`src/rtl/octdec_pkg.sv`:
```
package octdec_pkg;

    localparam int ADDR_W  = 8;
    localparam int NUM_DEV = 2;
    localparam int HI_W    = 2;
    localparam int MID_W   = 3;
    localparam int LO_W    = 2;

    // True (active-high) port number split into its octal digit fields.
    typedef struct packed {
        logic [HI_W-1:0]  hi;
        logic [MID_W-1:0] mid;
        logic [LO_W-1:0]  lo_even;
        logic             reg_sel;
    } port_addr_t;

    function automatic port_addr_t split_port(input logic [ADDR_W-1:0] a);
        port_addr_t p;
        p.hi      = a[7:6];
        p.mid     = a[5:3];
        p.lo_even = a[2:1];
        p.reg_sel = a[0];
        return p;
    endfunction

endpackage

```
`src/rtl/oct_digit_stage.sv`:
```
module oct_digit_stage #(
    parameter int W = 3
) (
    input  logic         en,
    input  logic [W-1:0] digit,
    input  logic [W-1:0] want,
    output logic         hit
);
    always_comb hit = en && (digit == want);
endmodule

```
`src/rtl/port_match.sv`:
```
module port_match
    import octdec_pkg::*;
#(
    parameter logic [ADDR_W-1:0] BASE = 8'o372
) (
    input  port_addr_t pa,
    output logic       hit
);
    localparam port_addr_t WANT = split_port(BASE);

    logic hi_hit;
    logic mid_hit;

    oct_digit_stage #(.W(HI_W)) u_hi (
        .en(1'b1), .digit(pa.hi), .want(WANT.hi), .hit(hi_hit)
    );
    oct_digit_stage #(.W(MID_W)) u_mid (
        .en(hi_hit), .digit(pa.mid), .want(WANT.mid), .hit(mid_hit)
    );
    oct_digit_stage #(.W(LO_W)) u_lo (
        .en(mid_hit), .digit(pa.lo_even), .want(WANT.lo_even), .hit(hit)
    );
endmodule

```
`src/rtl/sel_steer.sv`:
```
module sel_steer
    import octdec_pkg::*;
(
    input  logic [NUM_DEV-1:0] match,
    input  logic               swap,
    output logic [NUM_DEV-1:0] sel_n
);
    always_comb begin
        for (int i = 0; i < NUM_DEV; i++) begin
            sel_n[i] = swap ? ~match[NUM_DEV-1-i] : ~match[i];
        end
    end
endmodule

```
`src/rtl/bus_buffer.sv`:
```
module bus_buffer #(
    parameter int DW = 8
) (
    input  logic          any_sel,
    input  logic          rd_n,
    input  logic          wr_n,
    input  logic [DW-1:0] sys_in_n,
    input  logic [DW-1:0] loc_in,
    output logic [DW-1:0] sys_out_n,
    output logic          drive,
    output logic [DW-1:0] loc_out,
    output logic          rx
);
    always_comb begin
        drive     = any_sel && !rd_n && wr_n;
        rx        = !drive;
        sys_out_n = drive ? ~loc_in : '1;
        loc_out   = rx ? ~sys_in_n : '0;
    end
endmodule

```
`src/rtl/octal_port_decoder.sv`:
```
module octal_port_decoder
    import octdec_pkg::*;
#(
    parameter int                DW     = 8,
    parameter logic [ADDR_W-1:0] BASE_0 = 8'o372,
    parameter logic [ADDR_W-1:0] BASE_1 = 8'o370
) (
    input  logic              clk,
    input  logic              rst_n_sys,
    input  logic [ADDR_W-1:0] addr_n,
    input  logic              io_rd_n,
    input  logic              io_wr_n,
    input  logic              swap_sel,
    input  logic [DW-1:0]     sys_d_n_i,
    input  logic [DW-1:0]     loc_d_i,
    output logic              dev_clk,
    output logic              dev_rst,
    output logic [1:0]        dev_sel_n,
    output logic              dev_reg_data,
    output logic              dev_rd_n,
    output logic              dev_wr_n,
    output logic [DW-1:0]     sys_d_n_o,
    output logic              sys_d_oe,
    output logic [DW-1:0]     loc_d_o,
    output logic              loc_rx_en
);
    localparam logic [NUM_DEV*ADDR_W-1:0] BASES = {BASE_1, BASE_0};

    port_addr_t         pa;
    logic [NUM_DEV-1:0] match;

    always_comb pa = split_port(~addr_n);

    for (genvar d = 0; d < NUM_DEV; d++) begin : g_dev
        port_match #(.BASE(BASES[d*ADDR_W +: ADDR_W])) u_match (
            .pa(pa), .hit(match[d])
        );
    end

    sel_steer u_steer (
        .match(match), .swap(swap_sel), .sel_n(dev_sel_n)
    );

    bus_buffer #(.DW(DW)) u_buf (
        .any_sel  (dev_sel_n != '1),
        .rd_n     (io_rd_n),
        .wr_n     (io_wr_n),
        .sys_in_n (sys_d_n_i),
        .loc_in   (loc_d_i),
        .sys_out_n(sys_d_n_o),
        .drive    (sys_d_oe),
        .loc_out  (loc_d_o),
        .rx       (loc_rx_en)
    );

    always_comb begin
        dev_clk      = ~clk;
        dev_rst      = ~rst_n_sys;
        dev_reg_data = pa.reg_sel;
        dev_rd_n     = io_rd_n;
        dev_wr_n     = io_wr_n;
    end
endmodule

```
`config.mk`:
```
export PLATFORM = sky130hd
export DESIGN_NAME = octal_port_decoder
export DESIGN_NICKNAME = d
export VERILOG_FILES = /design/src/rtl/octdec_pkg.sv /design/src/rtl/oct_digit_stage.sv /design/src/rtl/port_match.sv /design/src/rtl/sel_steer.sv /design/src/rtl/bus_buffer.sv /design/src/rtl/octal_port_decoder.sv
export SDC_FILE = /design/constraint.sdc
export NUM_CORES = 1
export LEC_CHECK = 0
export ABC_AREA = 1
export BUFFER_PORTS_ARGS = -buffer_cell sky130_fd_sc_hd__buf_2
export CAP_MARGIN = 10
export CORE_AREA = 3 3 40 42
export DETAILED_ROUTE_END_ITERATION = 16
export DIE_AREA = 0 0 43 45
export PLACE_DENSITY = 0.87
export RECOVER_POWER = 50
export SYNTH_ARGS = -nofsm -noshare
export SYNTH_HDL_FRONTEND = slang
export SYNTH_HIERARCHICAL = 1
export SYNTH_SLANG_ARGS = --single-unit
```
`constraint.sdc`:
```
create_clock -name vclk -period 5.35
set_input_delay 0.8025 -clock vclk [all_inputs]
set_output_delay 0.8025 -clock vclk [all_outputs]
set_load 0.02 [all_outputs]
```
* Word level (Yosys, flattened, before mapping)
Cells that the tools add are included.
Operators by class: bitwise operators 7, eq/ne operators 4, muxes and demuxes 4, reduce and logical (&&, ||, !) cells 8
Operators by type and width (number):
- 8-bit NOT | 3
- 8-bit two-way mux | 2
- 1-bit logical AND | 5
- 1-bit NOT | 4
- 3-bit == test (second input constant) | 1
- 2-bit by 1-bit == test with 1-bit output (second input constant) | 1
- 2-bit == test (second input constant) | 1
- 1-bit zero test | 2
- 2-bit zero test | 1
- 1-bit two-way mux | 2
- 2-bit inequality test (second input constant) | 1
Storage, ports and cells: flip-flop bits (word level) 0, input port bits 29, word-level logic and storage cells 23

* Longest topological paths before layout
word-level depth 10, depth in mapped cells 19, mapped depth without buffers 18

* Hierarchy
Netlist, hierarchy kept.
By module, submodules not included:
- oct_digit_stage at g_dev[0].u_match.u_hi ... | area each 38.8 sq um, cells each 10, times used 4
- oct_digit_stage at g_dev[0].u_match.u_mid ... | area each 70.1 sq um, cells each 17, times used 2
- bus_buffer | area each 92.6 sq um, cells each 20, times used 1
- octal_port_decoder | area each 56.3 sq um, cells each 13, times used 1
- sel_steer | area each 33.8 sq um, cells each 9, times used 1
- port_match | area each 7.5 sq um, cells each 2, times used 2

* Least setup slack after synthesis
Ideal clock, no wire load.
path kind input port to output port, from input port addr_n[6], to output port sys_d_n_o[0], path slack 2.154 ns, required time 4.548 ns, stages on the path 19, data arrival time 2.393 ns, cells stage by stage inv_1 > inv_1 > nand2_1 > nand3_1 > nor2_1 > inv_1 > a21oi_2 > nand2_1 > nor2_1 > nand3_1 > nor2_1 > inv_1 > nand2_1 > nand2_1 > nand2_1 > nand2_2 > nor2_4 > buf_6 > nand2_1
On the way: word-level cells in the longest chain between the ends 10, elaborated cells between the ends (all ways) 13
Ends and longest elaborated chain:
- start, declared | line octal_port_decoder.sv:10 | input logic [ADDR_W-1:0] addr_n,
- 8-bit NOT | line octal_port_decoder.sv:32 | always_comb pa = split_port(~addr_n);
- 2-bit == test | line oct_digit_stage.sv:9 | always_comb hit = en && (digit == want);
- net g_dev[1].u_match.hi_hit | line port_match.sv:11 | logic hi_hit;
- 1-bit logical AND | line oct_digit_stage.sv:9
- net g_dev[1].u_match.mid_hit | line port_match.sv:12 | logic mid_hit;
- 1-bit logical AND | line oct_digit_stage.sv:9
- net match[1] | line octal_port_decoder.sv:30 | logic [NUM_DEV-1:0] match;
- 1-bit NOT | line sel_steer.sv:10 | sel_n[i] = swap ? ~match[NUM_DEV-1-i] : ~match[i];
- 1-bit two-way mux | line sel_steer.sv:10
- net dev_sel_n[0] | line octal_port_decoder.sv:18 | output logic [1:0] dev_sel_n,
- 2-bit inequality test | line octal_port_decoder.sv:45 | .any_sel (dev_sel_n != '1),
- 1-bit logical AND (2 in a row) | line bus_buffer.sv:15 | drive = any_sel && !rd_n && wr_n;
- net sys_d_oe | line octal_port_decoder.sv:23 | output logic sys_d_oe,
- 8-bit two-way mux | line bus_buffer.sv:17 | sys_out_n = drive ? ~loc_in : '1;
- end, declared | line octal_port_decoder.sv:22 | output logic [DW-1:0] sys_d_n_o,
The timed path passes the listed nets, and every way through them passes these cells.

==> impl_metrics.xml <==
<?xml version="1.0" encoding="UTF-8"?>
<metrics>
  <group name="outcome">
    <metric name="result_of_the_run" unit="">finished, final reports clean</metric>
  </group>
  <group name="yosys">
    <metric name="synthMostInstantiatedCell" unit="">sky130_fd_sc_hd__nand2_1</metric>
    <metric name="post_synth_main_area_contributors" unit="">sky130_fd_sc_hd__nand2_1 31%, sky130_fd_sc_hd__inv_1 30%, sky130_fd_sc_hd__nor2_1 17%</metric>
    <metric name="yosys.cell_types.count" unit="">10</metric>
    <metric name="post_synth_instance_area" unit="um2">493</metric>
    <metric name="postSynthAreaPerCell" unit="um2">4.11</metric>
    <metric name="synth.cells.most_frequent" unit="">41 x sky130_fd_sc_hd__nand2_1, 40 x sky130_fd_sc_hd__inv_1, 22 x sky130_fd_sc_hd__nor2_1</metric>
    <metric name="yosysWarnings" unit="">6</metric>
    <metric name="synth-seq-area-share" unit="">0</metric>
    <metric name="synthCells" unit="">120</metric>
    <metric name="synth_largest_type_area_fraction" unit="">0.312</metric>
    <metric name="synth_top_cell_by_area" unit="">sky130_fd_sc_hd__nand2_1</metric>
  </group>
  <group name="setup_path">
    <metric name="critical_path_buf_inv_count" unit="">6</metric>
    <metric name="worst-endpoint-arrival" unit="ns">3.03</metric>
    <metric name="kind_of_critical_path" unit="">input port to primary output</metric>
    <metric name="startpoint_type" unit="">input port</metric>
    <metric name="cell_with_the_largest_stage_delay_on_the_worst_path" unit="">sky130_fd_sc_hd__nor2_1</metric>
    <metric name="critical-path-top-cell-by-count" unit="">sky130_fd_sc_hd__nand2_1</metric>
    <metric name="worstPathCellList" unit="">buf_2, inv_1, inv_1, nand2_1, nand3_1, nor2_1, inv_1, a21oi_2, nand2_1, nor2_1, nand3_1, nor2_1, inv_1, nand2_1, nand2_1, nand2_1, nand2_2, nor2_1, nand2_1, buf_2</metric>
    <metric name="cp.required" unit="ns">4.55</metric>
    <metric name="cp.depth" unit="">20</metric>
    <metric name="crit_path_end_kind" unit="">primary output</metric>
    <metric name="critical_path_fanout_max" unit="">18</metric>
    <metric name="worstSetupStartpoint" unit="">addr_n[6]</metric>
    <metric name="cp_slowest_stage_delay" unit="ns">0.74</metric>
    <metric name="timing.critical_path.max_delay_family" unit="">simple AND/OR/NAND/NOR gates</metric>
    <metric name="worstSetupEndpoint" unit="">sys_d_n_o[4]</metric>
  </group>
  <group name="sta">
    <metric name="fmax" unit="GHz">0.261</metric>
    <metric name="period_needed" unit="ns">3.83</metric>
    <metric name="tns" unit="ns">0</metric>
    <metric name="rsz0062_at_grt" unit="">no</metric>
    <metric name="max-slew-margin-rel" unit="">0.339</metric>
    <metric name="final_hold_viol_count" unit="">0</metric>
    <metric name="report.final.slew_viol_count" unit="">0</metric>
    <metric name="period_share" unit="">0.716</metric>
    <metric name="setup_viol_count_final" unit="">0</metric>
    <metric name="final.setup.worst_slack" unit="ns">1.52</metric>
    <metric name="worst-slew-pin-transition" unit="ns">0.988</metric>
  </group>
  <group name="layout">
    <metric name="sequential_cell_total" unit="">0</metric>
    <metric name="area_growth_syn_to_layout" unit="%">68.8</metric>
    <metric name="regArea" unit="um2">0</metric>
    <metric name="finish.net_count" unit="">228</metric>
    <metric name="clock_buffers" unit="">0</metric>
    <metric name="final_util" unit="">0.648</metric>
    <metric name="post_route_cells_drive_above_1_share" unit="">0.234</metric>
    <metric name="fillCellCount" unit="">151</metric>
    <metric name="antenna-diode-count" unit="">0</metric>
  </group>
  <group name="die">
    <metric name="pin_count" unit="">54</metric>
    <metric name="die-height" unit="um">45</metric>
    <metric name="coreArea" unit="um2">1280</metric>
    <metric name="std_cell_rows" unit="">13</metric>
    <metric name="dieWidth" unit="um">43</metric>
    <metric name="dieArea" unit="um2">1940</metric>
    <metric name="initial_core_utilization" unit="">0.384</metric>
  </group>
  <group name="routing">
    <metric name="postRouteWirelength" unit="um">1390</metric>
    <metric name="drt_drc_violations_left" unit="">0</metric>
    <metric name="total_vias_in_the_final_route" unit="">757</metric>
    <metric name="routed_antenna_nets" unit="">0</metric>
    <metric name="drt-wirelength-per-cell" unit="um">6.54</metric>
    <metric name="drtPass1Iterations" unit="">3</metric>
    <metric name="avgViaCountPerCell" unit="">3.57</metric>
    <metric name="dr.first_iter.drc_count" unit="">2</metric>
  </group>
  <group name="pwr">
    <metric name="power.density" unit="nW/um2">66.2</metric>
    <metric name="leakagePower" unit="nW">0.660</metric>
    <metric name="vdd.ir_drop.worst" unit="V">0.0000279</metric>
  </group>
  <group name="placement">
    <metric name="dp_hpwl" unit="um">1270</metric>
    <metric name="port_buffers" unit="">54</metric>
    <metric name="globalplace.congestion" unit="">0.699</metric>
    <metric name="place_worst_setup_slack" unit="ns">1.99</metric>
  </group>
  <group name="global_routing">
    <metric name="track_usage" unit="">0.133</metric>
    <metric name="antenna_found_initial" unit="">0</metric>
    <metric name="wire_length_of_the_first_global_routing_pass" unit="um">2190</metric>
    <metric name="via_count_of_the_first_global_routing_pass" unit="">582</metric>
    <metric name="grt_start_max_net_pins" unit="">19</metric>
    <metric name="gr_overflow_total" unit="">0</metric>
  </group>
  <group name="flow_run">
    <metric name="cap_viol_max_count" unit="">0</metric>
  </group>
  <group name="clock_tree">
    <metric name="cts_repair_resize_count" unit="">0</metric>
    <metric name="ctsHoldBuffers" unit="">0</metric>
    <metric name="postCtsSetupRepairBufs" unit="">0</metric>
  </group>
  <group name="min_path">
    <metric name="worstHoldPathType" unit="">input port to primary output</metric>
  </group>
</metrics>
## power breakdown
group          internal, mW  switching (mW)
registers                 0               0
clock network             0               0
logic                0.0207          0.0344
## stage by stage
stage | cell area, um2 | hold WS (ns) | power (mW) | std cells
2_1_floorplan | 591 | 1.68 | 0.0371 | 146
3_3_place_gp | 853 | 1.85 | 0.0556 | 212
3_5_place_dp | 853 | 1.85 | 0.0566 | 212
4_1_cts | 853 | 1.85 | 0.0567 | 212
5_1_grt | 832 | 1.87 | 0.0629 | 212
6_report | 832 | 1.86 | 0.0551 | 212
## area by class of cell
class              instances  area, um2  share of cell area
multi-input cells        103        407               0.489
repair buffers            54        256               0.308
inverters                 40        150               0.180
well taps                 15       18.8              0.0226
## kinds of logic after synthesis
| group | after synthesis | synth area share |
|---|---|---|
| AND/OR/NAND/NOR | 71 | 0.576 |
| buffers and inverters | 43 | 0.358 |
| other | 4 | 0.0304 |
| AO/OA/AOI/OAI | 2 | 0.0355 |
## routing by layer
metal,up-vias,track usage,wire length (um)
met4,0,0,0
met2,28,0.272,685
li1,445,-,-
met5,-,0,0
met3,0,0.0239,152
met1,284,0.152,547
## worst min-delay path by stage
stage	slack [ns]	cells after the start	start	end
detailed placement	1.85	3	clk	dev_clk
CTS	1.85	3	clk	dev_clk
finish	1.86	3	sys_d_n_i[3]	loc_d_o[3]
global placement	1.85	3	clk	dev_clk
floorplan	1.68	1	clk	dev_clk
global route	1.87	3	sys_d_n_i[0]	loc_d_o[0]
## layout by cell type (no fill, tap or decap)
| cell type | instances |
|---|---|
| sky130_fd_sc_hd__buf_2 | 43 |
| sky130_fd_sc_hd__conb_1 | 30 |
| sky130_fd_sc_hd__nand2_1 | 41 |
| sky130_fd_sc_hd__a21oi_2 | 2 |
| sky130_fd_sc_hd__nor2_1 | 23 |
| sky130_fd_sc_hd__nand3_1 | 6 |
| sky130_fd_sc_hd__clkbuf_1 | 11 |
| sky130_fd_sc_hd__inv_1 | 40 |
| sky130_fd_sc_hd__nand2_2 | 1 |
No activity file was read; power rests on OpenSTA's default activity.
